$ cat src/rtl/mdio_pkg.sv
package mdio_pkg;
  localparam logic [1:0] MF_START    = 2'b01;
  localparam logic [1:0] MF_OP_READ  = 2'b10;
  localparam logic [1:0] MF_OP_WRITE = 2'b01;

  typedef enum logic {
    ENG_IDLE = 1'b0,
    ENG_RUN  = 1'b1
  } eng_state_e;
endpackage

$ cat src/rtl/mdio_bit_timer.sv
module mdio_bit_timer #(
  parameter int LOW_CYCLES  = 20,
  parameter int HIGH_CYCLES = 20
) (
  input  logic clk,
  input  logic rst_n,
  input  logic start,
  input  logic run,
  output logic mdc,
  output logic bit_end
);
  localparam int MAX_C = (LOW_CYCLES > HIGH_CYCLES) ? LOW_CYCLES : HIGH_CYCLES;
  localparam int CNT_W = $clog2(MAX_C + 1);
  localparam logic [CNT_W-1:0] LOW_LAST  = CNT_W'(LOW_CYCLES - 1);
  localparam logic [CNT_W-1:0] HIGH_LAST = CNT_W'(HIGH_CYCLES - 1);

  logic [CNT_W-1:0] cnt;
  logic             hi;

  assign mdc     = hi;
  assign bit_end = run && hi && (cnt == HIGH_LAST);

  always_ff @(posedge clk or negedge rst_n) begin
    if (!rst_n) begin
      cnt <= '0;
      hi  <= 1'b0;
    end else if (start || !run) begin
      cnt <= '0;
      hi  <= 1'b0;
    end else if (!hi) begin
      if (cnt == LOW_LAST) begin
        hi  <= 1'b1;
        cnt <= '0;
      end else begin
        cnt <= cnt + 1'b1;
      end
    end else begin
      if (cnt == HIGH_LAST) begin
        hi  <= 1'b0;
        cnt <= '0;
      end else begin
        cnt <= cnt + 1'b1;
      end
    end
  end
endmodule

$ cat src/rtl/mdio_frame_shifter.sv
module mdio_frame_shifter #(
  parameter int FRAME_W = 65,
  parameter int IDX_W   = 7
) (
  input  logic               clk,
  input  logic               rst_n,
  input  logic               load,
  input  logic [FRAME_W-1:0] load_data,
  input  logic [FRAME_W-1:0] load_oe,
  input  logic [IDX_W-1:0]   load_last,
  input  logic               advance,
  input  logic               clear,
  output logic               ser_data,
  output logic               ser_oe,
  output logic [IDX_W-1:0]   idx,
  output logic               last_bit
);
  logic [FRAME_W-1:0] data_sr;
  logic [FRAME_W-1:0] oe_sr;
  logic [IDX_W-1:0]   last_idx;

  assign ser_data = data_sr[FRAME_W-1];
  assign ser_oe   = oe_sr[FRAME_W-1];
  assign last_bit = (idx == last_idx);

  always_ff @(posedge clk or negedge rst_n) begin
    if (!rst_n) begin
      data_sr  <= '0;
      oe_sr    <= '0;
      idx      <= '0;
      last_idx <= '0;
    end else if (load) begin
      data_sr  <= load_data;
      oe_sr    <= load_oe;
      idx      <= '0;
      last_idx <= load_last;
    end else if (clear) begin
      data_sr  <= '0;
      oe_sr    <= '0;
      idx      <= '0;
    end else if (advance) begin
      data_sr  <= {data_sr[FRAME_W-2:0], 1'b0};
      oe_sr    <= {oe_sr[FRAME_W-2:0], 1'b0};
      idx      <= idx + 1'b1;
    end
  end
endmodule

$ cat src/rtl/mdio_rd_capture.sv
module mdio_rd_capture #(
  parameter int DATA_BITS = 16,
  parameter int IDX_W     = 7,
  parameter int FIRST     = 47
) (
  input  logic                 clk,
  input  logic                 rst_n,
  input  logic                 clear,
  input  logic                 enable,
  input  logic                 strobe,
  input  logic [IDX_W-1:0]     idx,
  input  logic                 sdi,
  output logic [DATA_BITS-1:0] data
);
  localparam logic [IDX_W-1:0] WIN_LO = IDX_W'(FIRST);
  localparam logic [IDX_W-1:0] WIN_HI = IDX_W'(FIRST + DATA_BITS);

  logic in_window;
  assign in_window = (idx >= WIN_LO) && (idx < WIN_HI);

  always_ff @(posedge clk or negedge rst_n) begin
    if (!rst_n) begin
      data <= '0;
    end else if (clear) begin
      data <= '0;
    end else if (enable && strobe && in_window) begin
      data <= {data[DATA_BITS-2:0], sdi};
    end
  end
endmodule

$ cat src/rtl/mdio_frame_engine.sv
module mdio_frame_engine
  import mdio_pkg::*;
#(
  parameter int LOW_CYCLES    = 20,
  parameter int HIGH_CYCLES   = 20,
  parameter int PREAMBLE_BITS = 32,
  parameter int ADDR_BITS     = 5,
  parameter int DATA_BITS     = 16
) (
  input  logic                 clk,
  input  logic                 rst_n,
  input  logic                 req_valid,
  output logic                 req_ready,
  input  logic                 req_write,
  input  logic [ADDR_BITS-1:0] req_phy,
  input  logic [ADDR_BITS-1:0] req_reg,
  input  logic [DATA_BITS-1:0] req_wdata,
  output logic                 done,
  output logic [DATA_BITS-1:0] rd_data,
  output logic                 mdc,
  output logic                 mdio_o,
  output logic                 mdio_oe,
  input  logic                 mdio_i
);
  localparam int HDR_BITS  = PREAMBLE_BITS + 4 + 2 * ADDR_BITS;
  localparam int WR_BITS   = HDR_BITS + 2 + DATA_BITS + 1;
  localparam int RD_BITS   = HDR_BITS + 1 + DATA_BITS + 1;
  localparam int FRAME_W   = WR_BITS;
  localparam int TAIL_BITS = FRAME_W - HDR_BITS;
  localparam int IDX_W     = $clog2(FRAME_W + 1);
  localparam int CAP_FIRST = HDR_BITS + 1;

  eng_state_e state;
  logic       is_read;
  logic       accept;
  logic       bit_end;
  logic       last_bit;
  logic       finish;
  logic [IDX_W-1:0]   bit_idx;
  logic [FRAME_W-1:0] frame_data;
  logic [FRAME_W-1:0] frame_oe;
  logic [IDX_W-1:0]   frame_last;

  assign req_ready = (state == ENG_IDLE);
  assign accept    = req_valid && req_ready;
  assign finish    = bit_end && last_bit;

  // Frame image: bit time 0 sits at the MSB and leaves first.
  always_comb begin
    if (req_write) begin
      frame_data = {{PREAMBLE_BITS{1'b1}}, MF_START, MF_OP_WRITE, req_phy, req_reg,
                    2'b00, req_wdata, 1'b0};
      frame_oe   = {{HDR_BITS{1'b1}}, 2'b00, {DATA_BITS{1'b1}}, 1'b0};
      frame_last = IDX_W'(WR_BITS - 1);
    end else begin
      frame_data = {{PREAMBLE_BITS{1'b1}}, MF_START, MF_OP_READ, req_phy, req_reg,
                    {TAIL_BITS{1'b0}}};
      frame_oe   = {{HDR_BITS{1'b1}}, {TAIL_BITS{1'b0}}};
      frame_last = IDX_W'(RD_BITS - 1);
    end
  end

  always_ff @(posedge clk or negedge rst_n) begin
    if (!rst_n) begin
      state   <= ENG_IDLE;
      is_read <= 1'b0;
      done    <= 1'b0;
    end else begin
      done <= finish;
      if (accept) begin
        state   <= ENG_RUN;
        is_read <= !req_write;
      end else if (finish) begin
        state   <= ENG_IDLE;
      end
    end
  end

  mdio_bit_timer #(
    .LOW_CYCLES (LOW_CYCLES),
    .HIGH_CYCLES(HIGH_CYCLES)
  ) u_timer (
    .clk    (clk),
    .rst_n  (rst_n),
    .start  (accept),
    .run    (state == ENG_RUN),
    .mdc    (mdc),
    .bit_end(bit_end)
  );

  mdio_frame_shifter #(
    .FRAME_W(FRAME_W),
    .IDX_W  (IDX_W)
  ) u_shift (
    .clk      (clk),
    .rst_n    (rst_n),
    .load     (accept),
    .load_data(frame_data),
    .load_oe  (frame_oe),
    .load_last(frame_last),
    .advance  (bit_end && !last_bit),
    .clear    (finish),
    .ser_data (mdio_o),
    .ser_oe   (mdio_oe),
    .idx      (bit_idx),
    .last_bit (last_bit)
  );

  mdio_rd_capture #(
    .DATA_BITS(DATA_BITS),
    .IDX_W    (IDX_W),
    .FIRST    (CAP_FIRST)
  ) u_cap (
    .clk   (clk),
    .rst_n (rst_n),
    .clear (accept),
    .enable(is_read),
    .strobe(bit_end),
    .idx   (bit_idx),
    .sdi   (mdio_i),
    .data  (rd_data)
  );
endmodule

$ cat config.mk
export PLATFORM = sky130hd
export DESIGN_NAME = mdio_frame_engine
export DESIGN_NICKNAME = d
export VERILOG_FILES = /design/src/rtl/mdio_pkg.sv /design/src/rtl/mdio_bit_timer.sv /design/src/rtl/mdio_frame_shifter.sv /design/src/rtl/mdio_rd_capture.sv /design/src/rtl/mdio_frame_engine.sv
export SDC_FILE = /design/constraint.sdc
export NUM_CORES = 1
export LEC_CHECK = 0
export ABC_CLOCK_PERIOD_IN_PS = 4300
export BUFFER_PORTS_ARGS = -buffer_cell sky130_fd_sc_hd__buf_4
export CAP_MARGIN = 15
export CORE_MARGIN = 2
export CORE_UTILIZATION = 45
export CTS_CLUSTER_DIAMETER = 200
export DETAILED_ROUTE_END_ITERATION = 12
export GPL_ROUTABILITY_DRIVEN = 0
export PLACE_DENSITY = 0.62
export SYNTH_ARGS = -nofsm -noshare
export SYNTH_HDL_FRONTEND = slang
export SYNTH_SLANG_ARGS = --single-unit
$ cat constraint.sdc
create_clock -name clk -period 4.3 [get_ports clk]
set_clock_uncertainty 0.1 [all_clocks]
set_input_delay 0.43 -clock clk [delete_from_list [all_inputs] [get_ports clk]]
set_output_delay 0.43 -clock clk [all_outputs]
set_load 0.01 [all_outputs]
* Yosys cells after proc, flatten, opt, wreduce, memory -nomap -nowiden
Index checks and enable logic that the tools add are counted.
** Word-level totals
- Register bits :: 169
- Bits of input ports :: 31
- Output and inout port bits :: 21
- Logic and storage cells :: 54
** Operators by class
- Add/subtract/negate cells :: 2
- Order comparisons :: 2
- Equal/unequal tests :: 2
- Muxes and demuxes :: 22
- Bitwise operators :: 1
- Reductions and logical operators :: 15
** Operator list (number)
- $mux 65 :: 6
- $mux 16 :: 2
- $mux 31 :: 1
- $mux 7 :: 4
- $mux 17 :: 1
- $mux 5 :: 2
- $logic_and 1x1->1 :: 8
- $add 7x1->7 const B :: 1
- $eq 7x7->1 :: 1
- $ge 7x6->1 const B :: 1
- $lt 7x6->1 const B :: 1
- $mux 1 :: 6
- $add 5x1->5 const B :: 1
- $eq 5x5->1 const B :: 1
- $reduce_bool 2->1 :: 2
- $logic_not 1->1 :: 3
- $reduce_bool 3->1 :: 1
- $logic_or 1x1->1 :: 1
- $not 1->1 :: 1

* Logic depth before layout (Yosys ltp)
Gate-level depths: netlist of the first run.
- Word-level depth :: 6
- Depth in mapped cells :: 8
- Depth with buffers taken out :: 5

* Cells and area by module
From an unflattened synthesis of the first run, not the netlist that was laid out.
** Unflattened totals
- Cell total of the unflattened synthesis :: 754
- Area, all modules :: 7923.8 um^2
** Modules (own cells, without submodules)
- mdio_frame_shifter :: instances 1, cells an instance 621, area each 6602.6 um^2, seq. area each 3603.5 um^2
- mdio_rd_capture :: instances 1, cells an instance 76, area each 762.0 um^2, seq. area each 400.4 um^2
- mdio_bit_timer :: instances 1, cells an instance 27, area each 294.0 um^2, seq. area each 150.1 um^2
- mdio_frame_engine :: instances 1, cells an instance 30, area each 265.3 um^2, seq. area each 75.1 um^2

* Least setup slack after synthesis of the first run
Ideal clock, no wire load.
- Path type :: reg-to-reg
- Start point :: register u_shift.idx[1]
- End point :: register u_shift.data_sr[47]
- Setup time :: 0.126 ns
- Data arrival time :: 2.134 ns
- Data required time :: 4.074 ns
- Setup slack :: 1.939 ns
- Cell stages (with the launch flop) :: 8
- Path buffers :: 3
- Period minus slack after synthesis :: 2.361 ns
- Cells stage by stage :: dfrtp_1 > or4_1 > a221o_1 > and2_1 > clkbuf_2 > buf_6 > buf_6 > a221o_1
** Between the ends
- Cells in the longest elaborated chain, start to end :: 4
- Elaborated cells between the ends (all ways) :: 7
- Those cells by class :: eq/ne: 1; mux: 2; reduce/logical: 4
** RTL lines
- start: declaration :: RTL line mdio_frame_shifter.sv:15 : output logic [IDX_W-1:0] idx,
- start signal: assignment :: RTL line mdio_frame_shifter.sv:44 : idx <= idx + 1'b1;
- $eq 7x7->1 * :: RTL line mdio_frame_shifter.sv:24 : assign last_bit = (idx == last_idx);
- $logic_and 1x1->1 or $logic_not 1->1 (tied branches) :: RTL line mdio_frame_engine.sv:46, mdio_frame_engine.sv:101
- $mux 65 or $logic_and 1x1->1 (tied branches) :: RTL line mdio_frame_shifter.sv:37, mdio_frame_engine.sv:101
- $mux 65 or $reduce_bool 3->1 (tied branches)
- end signal: assignment :: RTL line mdio_frame_shifter.sv:33 : data_sr <= load_data;
- end signal: assignment :: RTL line mdio_frame_shifter.sv:42 : data_sr <= {data_sr[FRAME_W-2:0], 1'b0};
- end: declaration :: RTL line mdio_frame_shifter.sv:18 : logic [FRAME_W-1:0] data_sr;
Every way passes the cells marked *; elsewhere a longest branch is shown, timed or not.
A chain may end at the register's enable or synchronous reset.

* Final worst setup path of the first run
- Start point :: register u_shift.idx[1]
- End point :: register u_shift.data_sr[51]
Same word-level chain as after synthesis.

==> impl.org, run 1 <==
** Pwr
- Post-route total power :: approximately 3400 uW
- Net switching is about 22% of the power.
- The clock network is responsible for between 40% and 50% of the overall power.
- Total power divided by cell area :: between 400 and 500 mW/mm^2
- Register share of total power :: slightly below 50%
- Internal Power :: about 2700 uW
- Of the total power, combinational logic draws 6.3%.
- The analysis attributes to cell leakage a power of about 0.0034 uW.
- Switching power :: between 700 and 800 uW
- VDD sags by at most 291.8 uV.

** Clocking
- CTS built an H-tree with a depth of 4.
- Clk Tree Root Cell :: clkbuf_16
- Post-CTS repair changed the size of 0 cells.
- The clock passes through at most 2 buffers.
- Clock latency of the later-clocked register in the worst-skew pair :: about 0.42 ns
- CTS Buf Count :: 17
- The tree built by TritonCTS fans out to 161 sinks.
- Clock-pin slew was measured on the worst setup and hold paths at 0.06 ns.
- Number of buffers added for setup after CTS :: 0
- TritonCTS built the clock tree.
- In this run, post-CTS hold repair placed 0 buffers.

** Global route
- Vias in the first global route :: about 4400
- Pin count of the biggest net entering global routing :: ~100
- The total overflow left after global routing is 0.
- The first global-routing pass estimated about 22000 um of wire.
- Across every metal layer, demand over resource in global routing totals around 17%.
- The initial antenna violation count came to 0.

** STA
- The final hold violation count was 0.
- Max frequency :: around 350 MHz
- Headroom to the max-slew limit came out at ~30%.
- RSZ-0062 raised after global routing :: false
- The worst path in the final design needs a cycle of 2.819 ns, including I/O delays and setup.
- After routing, the total negative slack on setup checks comes to 0 ns.
- Least-Margin Pin Slew :: 1.052 ns
- Final worst path period share :: 65.55%
- The final count of pins violating max slew came to 0.
- Setup violations remaining at the end of the flow were counted as 0.

** Setup path
- STA classifies the critical path endpoint as a flip-flop.
- The worst setup path is launched from a flip-flop.
- Data on the critical path arrives at its endpoint at ~3.0 ns.
- Data required, critical path :: 4.50 ns
- Critical setup path kind :: flip-flop to flip-flop
- Worst Path Max Fanout :: 51

** Status
- The flow ran to the end, and the final reports show no timing, DRC or antenna violations.

** Logic synthesis
- Ys async rst share :: 100.0%
- The cell area that synthesis handed to floorplanning was roughly 0.0065 mm^2.
- Counting every instance in the synthesized netlist gives around 540.
- Synthesized net count :: roughly 580
- During synthesis, Yosys emitted a total of 0 warnings.
- Primary FF master, synth :: dfrtp_1
- The synthesized design contains 0 enable-type register cells.
- Total of flip-flops plus latches after synthesis :: about 160
- Distinct cell type count after synthesis :: 43
- Post-Synthesis Mean Instance Area :: around 12 um^2
- Part of the Yosys area used for sequential elements :: approximately three fifths

** Cells and area
- Cells with a size suffix above 1 make up between 15 and 20% of the layout.
- Count of antenna diodes in the layout :: 0
- Net count, final :: 608
- The area growth from synthesis to layout is 16.81%.

** Die
- Top-Level Pins :: between 50 and 60
- Area of the die :: ~0.015 mm^2
- Die boundary width :: 124.3 um
- # rows :: 43
- Core footprint :: ~0.014 mm^2
- The die is approximately 120 um tall.
- Effective utilization at floorplan :: between 40% and 50%

** Route
- The first detailed-routing pass ran for 5 iterations.
- The detailed router finished its first iteration with about 400 violations.
- Number of vias in the routed layout :: roughly 4500
- Routed wire length per instance :: 16.33 um
- Summed over all layers, the routed wires come to 12530 um.
- For this run, design rule violations remaining after detail routing come to 0.
- Via density :: 5.874
- Routed Antenna Nets :: 0

** Placed design
- Final HPWL DP :: 7282 um
- Port buffering added a little over 50 buffers.

** Flow run
- Max-cap violations in this run came to 0.

** Min path
- Worst min-delay path category :: input pin to asynchronous set/reset pin
[path summary, 6_finish.rpt]
kind | end | cells past startpoint | startpoint | slack [ns]
hold reg to reg | u_timer.cnt[0] | 1 | u_timer.cnt[0] | 0.36
setup reg to reg | u_shift.data_sr[51] | 5 | u_shift.idx[1] | 1.48
min in group clk | u_shift.data_sr[9] | 3 | req_wdata[8] | 0.11
hold / removal | u_shift.oe_sr[35] | 1 | rst_n | 0.01
max in group asynchronous | u_shift.oe_sr[4] | 2 | rst_n | 3.12
setup / recovery | u_shift.data_sr[51] | 5 | u_shift.idx[1] | 1.48
[metal layers]
metal	global-route usage, %	part of all wire [%]
met1	23.73	47
met2	25.20	48
met3	5.241	3.9
met4	6.345	1.5
met5	0	0
[cells in the mapped netlist (2+ instances only)]
library cell / number / area [um^2]
buf_1: 5 / 18.77
a22o_1: 8 / 70.07
a21o_1: 3 / 22.52
nand3_1: 5 / 25.02
nor3_1: 9 / 45.04
mux2i_1: 17 / 170.2
o21ai_0: 16 / 80.08
nand2_1: 34 / 127.6
xor2_1: 4 / 35.03
nor2_1: 61 / 229.0
o22ai_1: 28 / 175.2
o2bb2ai_1: 11 / 96.34
buf_2: 2 / 10.01
and2_1: 4 / 25.02
clkbuf_1: 36 / 135.1
a21oi_1: 16 / 80.08
nand4_1: 3 / 18.77
or4_1: 2 / 15.01
ha_1: 2 / 25.02
buf_6: 5 / 56.30
dfrtp_1: 161 / 4029
inv_1: 4 / 15.01
xnor2_1: 4 / 35.03
nor4_1: 2 / 12.51
o31ai_1: 14 / 105.1
a221o_1: 68 / 680.7
nand2b_1: 3 / 18.77
[state kept, by name, indices dropped and copies added (netlist names)]
register,flops
u_shift.last_idx,2
u_shift.data_sr,64
u_shift.idx,7
state,1
u_cap.data,16
u_timer.mdc,1
done,1
u_shift.oe_sr,64
u_timer.cnt,5
[stage by stage]
step                hold WS [ns]  std cells  cell area (um^2)  worst slack [ns]  utilization, %
finish                   0.01138        767              7607             1.481           54.38
global route              0.1005        767              7607             1.289           54.38
CTS                      0.05872        766              7592             1.491           54.28
detailed placement        0.3581        735              6992             1.523           49.98
global placement          0.3518        735              6992             1.584           49.98
floorplan                0.03441        543              6513             1.939               -
[worst max-delay path, cell delays in order, from the launching register on]
cell and delay [ns]:
dfrtp_1 0.44, or4_1 0.58, a221o_1 0.40, and2_2 0.42, buf_4 0.39, a221o_1 0.36
[final cells by class]
| class | count | area (um^2) |
|---|---|---|
| Fill cell | 1198 | 6381 |
| Sequential cell | 161 | 4029 |
| Multi-Input combinational cell | 328 | 2253 |
| Clock buffer | 24 | 501.7 |
| Timing Repair Buffer | 63 | 484.2 |
| Tap cell | 180 | 225.2 |
| Clock inverter | 7 | 98.84 |
| Inverter | 4 | 15.01 |
[power groups by stage]
stage / clock (uW) / sequential (uW) / combinational [uW]
floorplan: 0 / 1710 / 139
global route: 1620 / 1710 / 245
global placement: 0 / 1720 / 207
finish: 1510 / 1700 / 215
CTS: 1540 / 1700 / 220
detailed placement: 0 / 1720 / 219
[cells in the final DEF (no fill, tap or decap), types with 2 or more instances in the layout]
cell	n
bufinv_16	2
xor2_1	4
a22o_1	8
mux2i_1	17
xnor2_1	4
nand4_1	3
buf_4	61
clkbuf_1	2
clkbuf_16	17
nand2b_1	3
inv_1	4
nor3_1	9
nand2_1	34
or4_1	2
a21oi_1	16
a21o_1	3
ha_1	2
clkinv_4	2
and2_1	3
nor2_1	61
nor4_1	2
dfrtp_1	161
clkbuf_8	5
nand3_1	5
o2bb2ai_1	11
o22ai_1	28
o21ai_0	16
a221o_1	68
o31ai_1	14
[logic make-up after synthesis]
| family | share of synthesized area (%) |
|---|---|
| AOI/OAI and AO/OA | 20.86 |
| muxes | 2.786 |
| adders and majority gates | 0.3842 |
| and+or+nand+nor | 9.222 |
| buffers and inverters | 3.804 |
| DFF | 61.86 |
| xor gates and xnor gates | 1.076 |
Power figures use the tool's default switching activity.
==> run 2: changes to the inputs <==
- ABC_CLOCK_PERIOD_IN_PS: 4300 -> 2590
- PLACE_DENSITY: 0.62 -> 0.64
- clock period: 4.3 -> 2.59 ns (I/O delays scaled with it)
==> run 2 against run 1 <==
Combinational power is 82% higher; routed wire length is 0.81% higher; first-iteration DRC count decreased by 16%; fmax rose by 18%; final cell count rose by 3.8%; via count up 2.1%; worst hold slack improved by 0.0018 ns; sequential cell count unchanged; global-route usage rose by 0.20 points; critical path depth unchanged; highest routed layer unchanged.
==> impl.org, run 2 (synthesis results as in run 1) <==
** Status
- Outcome :: complete, no violations

** Pwr
- For this design the ratio of total power to cell area is around 700 mW/mm^2.
- Combinational logic is responsible for ~7% of the overall power.
- Internal Power :: ~4300 uW
- Clock Power Share :: around two fifths
- In this run, flip-flops and latches consume about half of the power.
- Leak :: approximately 0.0035 uW
- Summing internal, switching and leakage power gives ~5500 uW.
- For this design the total switching power over the nets is 1246 uW.
- Across the VDD grid, the largest voltage drop is approximately 480 uV.
- Net switching is 22.63% of the power.

** Global route
- Global-route wire length before repair :: 21870 um
- Overall routing resource usage :: approximately 17%
- Pin count of the biggest net entering global routing :: 80
- Vias in the first global route :: between 4000 and 5000
- Number of antenna violations at the first check in global routing :: 0
- Global routing finished with a remaining overflow of 0.

** Clocking
- For the worst-skew pair, the clock arrives at the later sink with an insertion delay of between 0.4 and 0.5 ns.
- Maximum buffer depth of the clock tree :: 2
- After clock tree synthesis, the clock-pin slew on the worst setup and hold paths is around 0.060 ns.
- H-tree depth :: 4
- Clk Tree Root Cell :: clkbuf_16
- TritonCTS clock tree :: yes
- Hold buffer count at cts :: 18
- Number of buffers added for setup after CTS :: 0
- Clock tree synthesis found a total of about 160 sinks.
- In this run, post-CTS repair resized a total of 0 instances.
- CTS Buf Count :: 17

** STA
- Max-slew violations :: 0
- Setup repair after global routing left no endpoint under its margin.
- Final worst path period share :: between 90% and 100%
- Headroom to the max-slew limit :: 51.86%
- Final number of hold-violating endpoints :: 0
- Max frequency :: ~420 MHz
- Summed over all failing endpoints, the final setup total negative slack is 0 ns.
- For the pin with the worst max-slew slack, the measured transition is about 0.72 ns.
- Subtracting the final worst setup slack from the clock period gives 2.387 ns.
- Setup violations remaining at the end of the flow were counted as 0.

** Die
- After floorplanning, the core was divided into 43 placement rows.
- Core footprint :: 0.01399 mm^2
- Effective utilization at floorplan :: 46.56%
- Die boundary width :: 124.3 um
- Area of the die :: about 0.015 mm^2
- Top-Level Pins :: 52
- The die is ~120 um tall.

** Route
- Drc violations :: 0
- Total wirelength of the detailed-routed design :: 12630 um
- Via density :: 5.778
- Number of vias in the routed layout :: around 4600
- The detail route stage leaves a number of antenna-violating nets equal to 0.
- Count of routing violations after the opening detailed-route iteration :: 329
- First drt pass iteration count :: 4
- In the final routed layout, each cell accounts on average for between 15 and 20 um.

** Cells and area
- The largest registers in the layout are u_shift.data_sr x64, u_shift.oe_sr x64, u_cap.data x16.
- P&R area growth vs syn :: 20.79%
- Net count, final :: between 600 and 700
- Most used cells in the layout excluding fill and tap cells :: 161 x dfrtp_1, 68 x a221o_1, 64 x buf_4
- The layout has around 1200 filler cells.
- 0 antenna diodes ended up in the layout.
- Fraction of layout instances using a drive strength above 1 :: about 17%
- Most common cell after layout, fill and taps aside :: dfrtp_1

** Setup path
- Along the worst path, the maximum fanout reaches 42.
- Critical Path Source Type :: flip-flop
- Critical setup path kind :: flip-flop to flip-flop
- For the worst setup path, the data arrival time is between 2 and 3 ns.
- STA puts the critical path data required time at 2.78 ns.
- Element type at the critical path end :: flip-flop

** Placed design
- Input and output buffers added on the ports amount to approximately 50.
- Final HPWL DP :: roughly 7600 um

** Flow run
- # Max-Cap Violations :: 0

** Min path
- Worst min-delay path category :: input pin to flip-flop
==> run 2: changes by cell type in the layout (fill, tap and decap cells not counted), sizes merged <==
| cell | delta |
|---|---|
| clkbuf | -2 |
| clkinvlp | +1 |
| clkinv | +4 |
| buf | +7 |
| dlygate4sd3 | +21 |
| bufinv | -1 |
| inv | -1 |
==> run 2: worst max-delay path, cell delays in order (launching register included) <==
cell and delay [ns]:
dfrtp_1 0.44, or4_1 0.56, a221o_1 0.41, and2_2 0.25, buf_12 0.18, a221o_1 0.32
==> run 2: final timing paths <==
kind	to	start	cells after the start	slack, ns
worst min register to register	u_timer.cnt[0]	u_timer.cnt[0]	1	0.36
worst min-delay path	u_shift.data_sr[22]	req_reg[3]	3	0.01
min in group asynchronous	u_shift.oe_sr[62]	rst_n	2	0.34
worst max-delay path	u_shift.oe_sr[63]	u_shift.idx[1]	5	0.20
max in group asynchronous	u_shift.oe_sr[25]	rst_n	3	1.34
worst max register to register	u_shift.oe_sr[63]	u_shift.idx[1]	5	0.20
==> run 2: cell type report <==
class / instances / area (um^2) / share of cell area [%]
Inverter: 4 / 15.01 / 0.1909
Multi-Input combinational cell: 328 / 2253 / 28.65
Sequential cell: 161 / 4029 / 51.22
Clock inverter: 10 / 87.58 / 1.113
Tap cell: 180 / 225.2 / 2.863
Clock buffer: 22 / 454.2 / 5.774
Timing Repair Buffer: 91 / 802.0 / 10.20
==> run 2: per-layer routing <==
metal  track usage (%)  up-vias  share of wire [%]
li1                  -     2161                  -
met4             5.552        0                1.2
met5                 0        -                  0
met1             23.53     2363                 47
met3             5.198       10                3.6
met2             26.55       65                 48
==> run 2: power by group through the flow <==
stage / registers [uW] / clock network (uW) / logic (uW)
floorplan: 2830 / 0 / 232
global placement: 2860 / 0 / 353
detailed placement: 2860 / 0 / 374
CTS: 2820 / 2350 / 398
global route: 2840 / 2480 / 445
finish: 2820 / 2290 / 391
==> run 2: metrics by stage <==
stage          hold slack, ns  std cells  setup slack (ns)  cell area [um^2]  util, %
2_1_floorplan         -0.1366        543            0.2294              6513        -
6_report              0.01316        796            0.2032              7866    56.23
4_1_cts             0.0004318        793            0.2147              7836    56.02
3_3_place_gp           0.2466        743            0.2828              7114    50.86
5_1_grt              0.008680        796            0.1001              7866    56.23
3_5_place_dp           0.2546        743            0.2171              7114    50.86
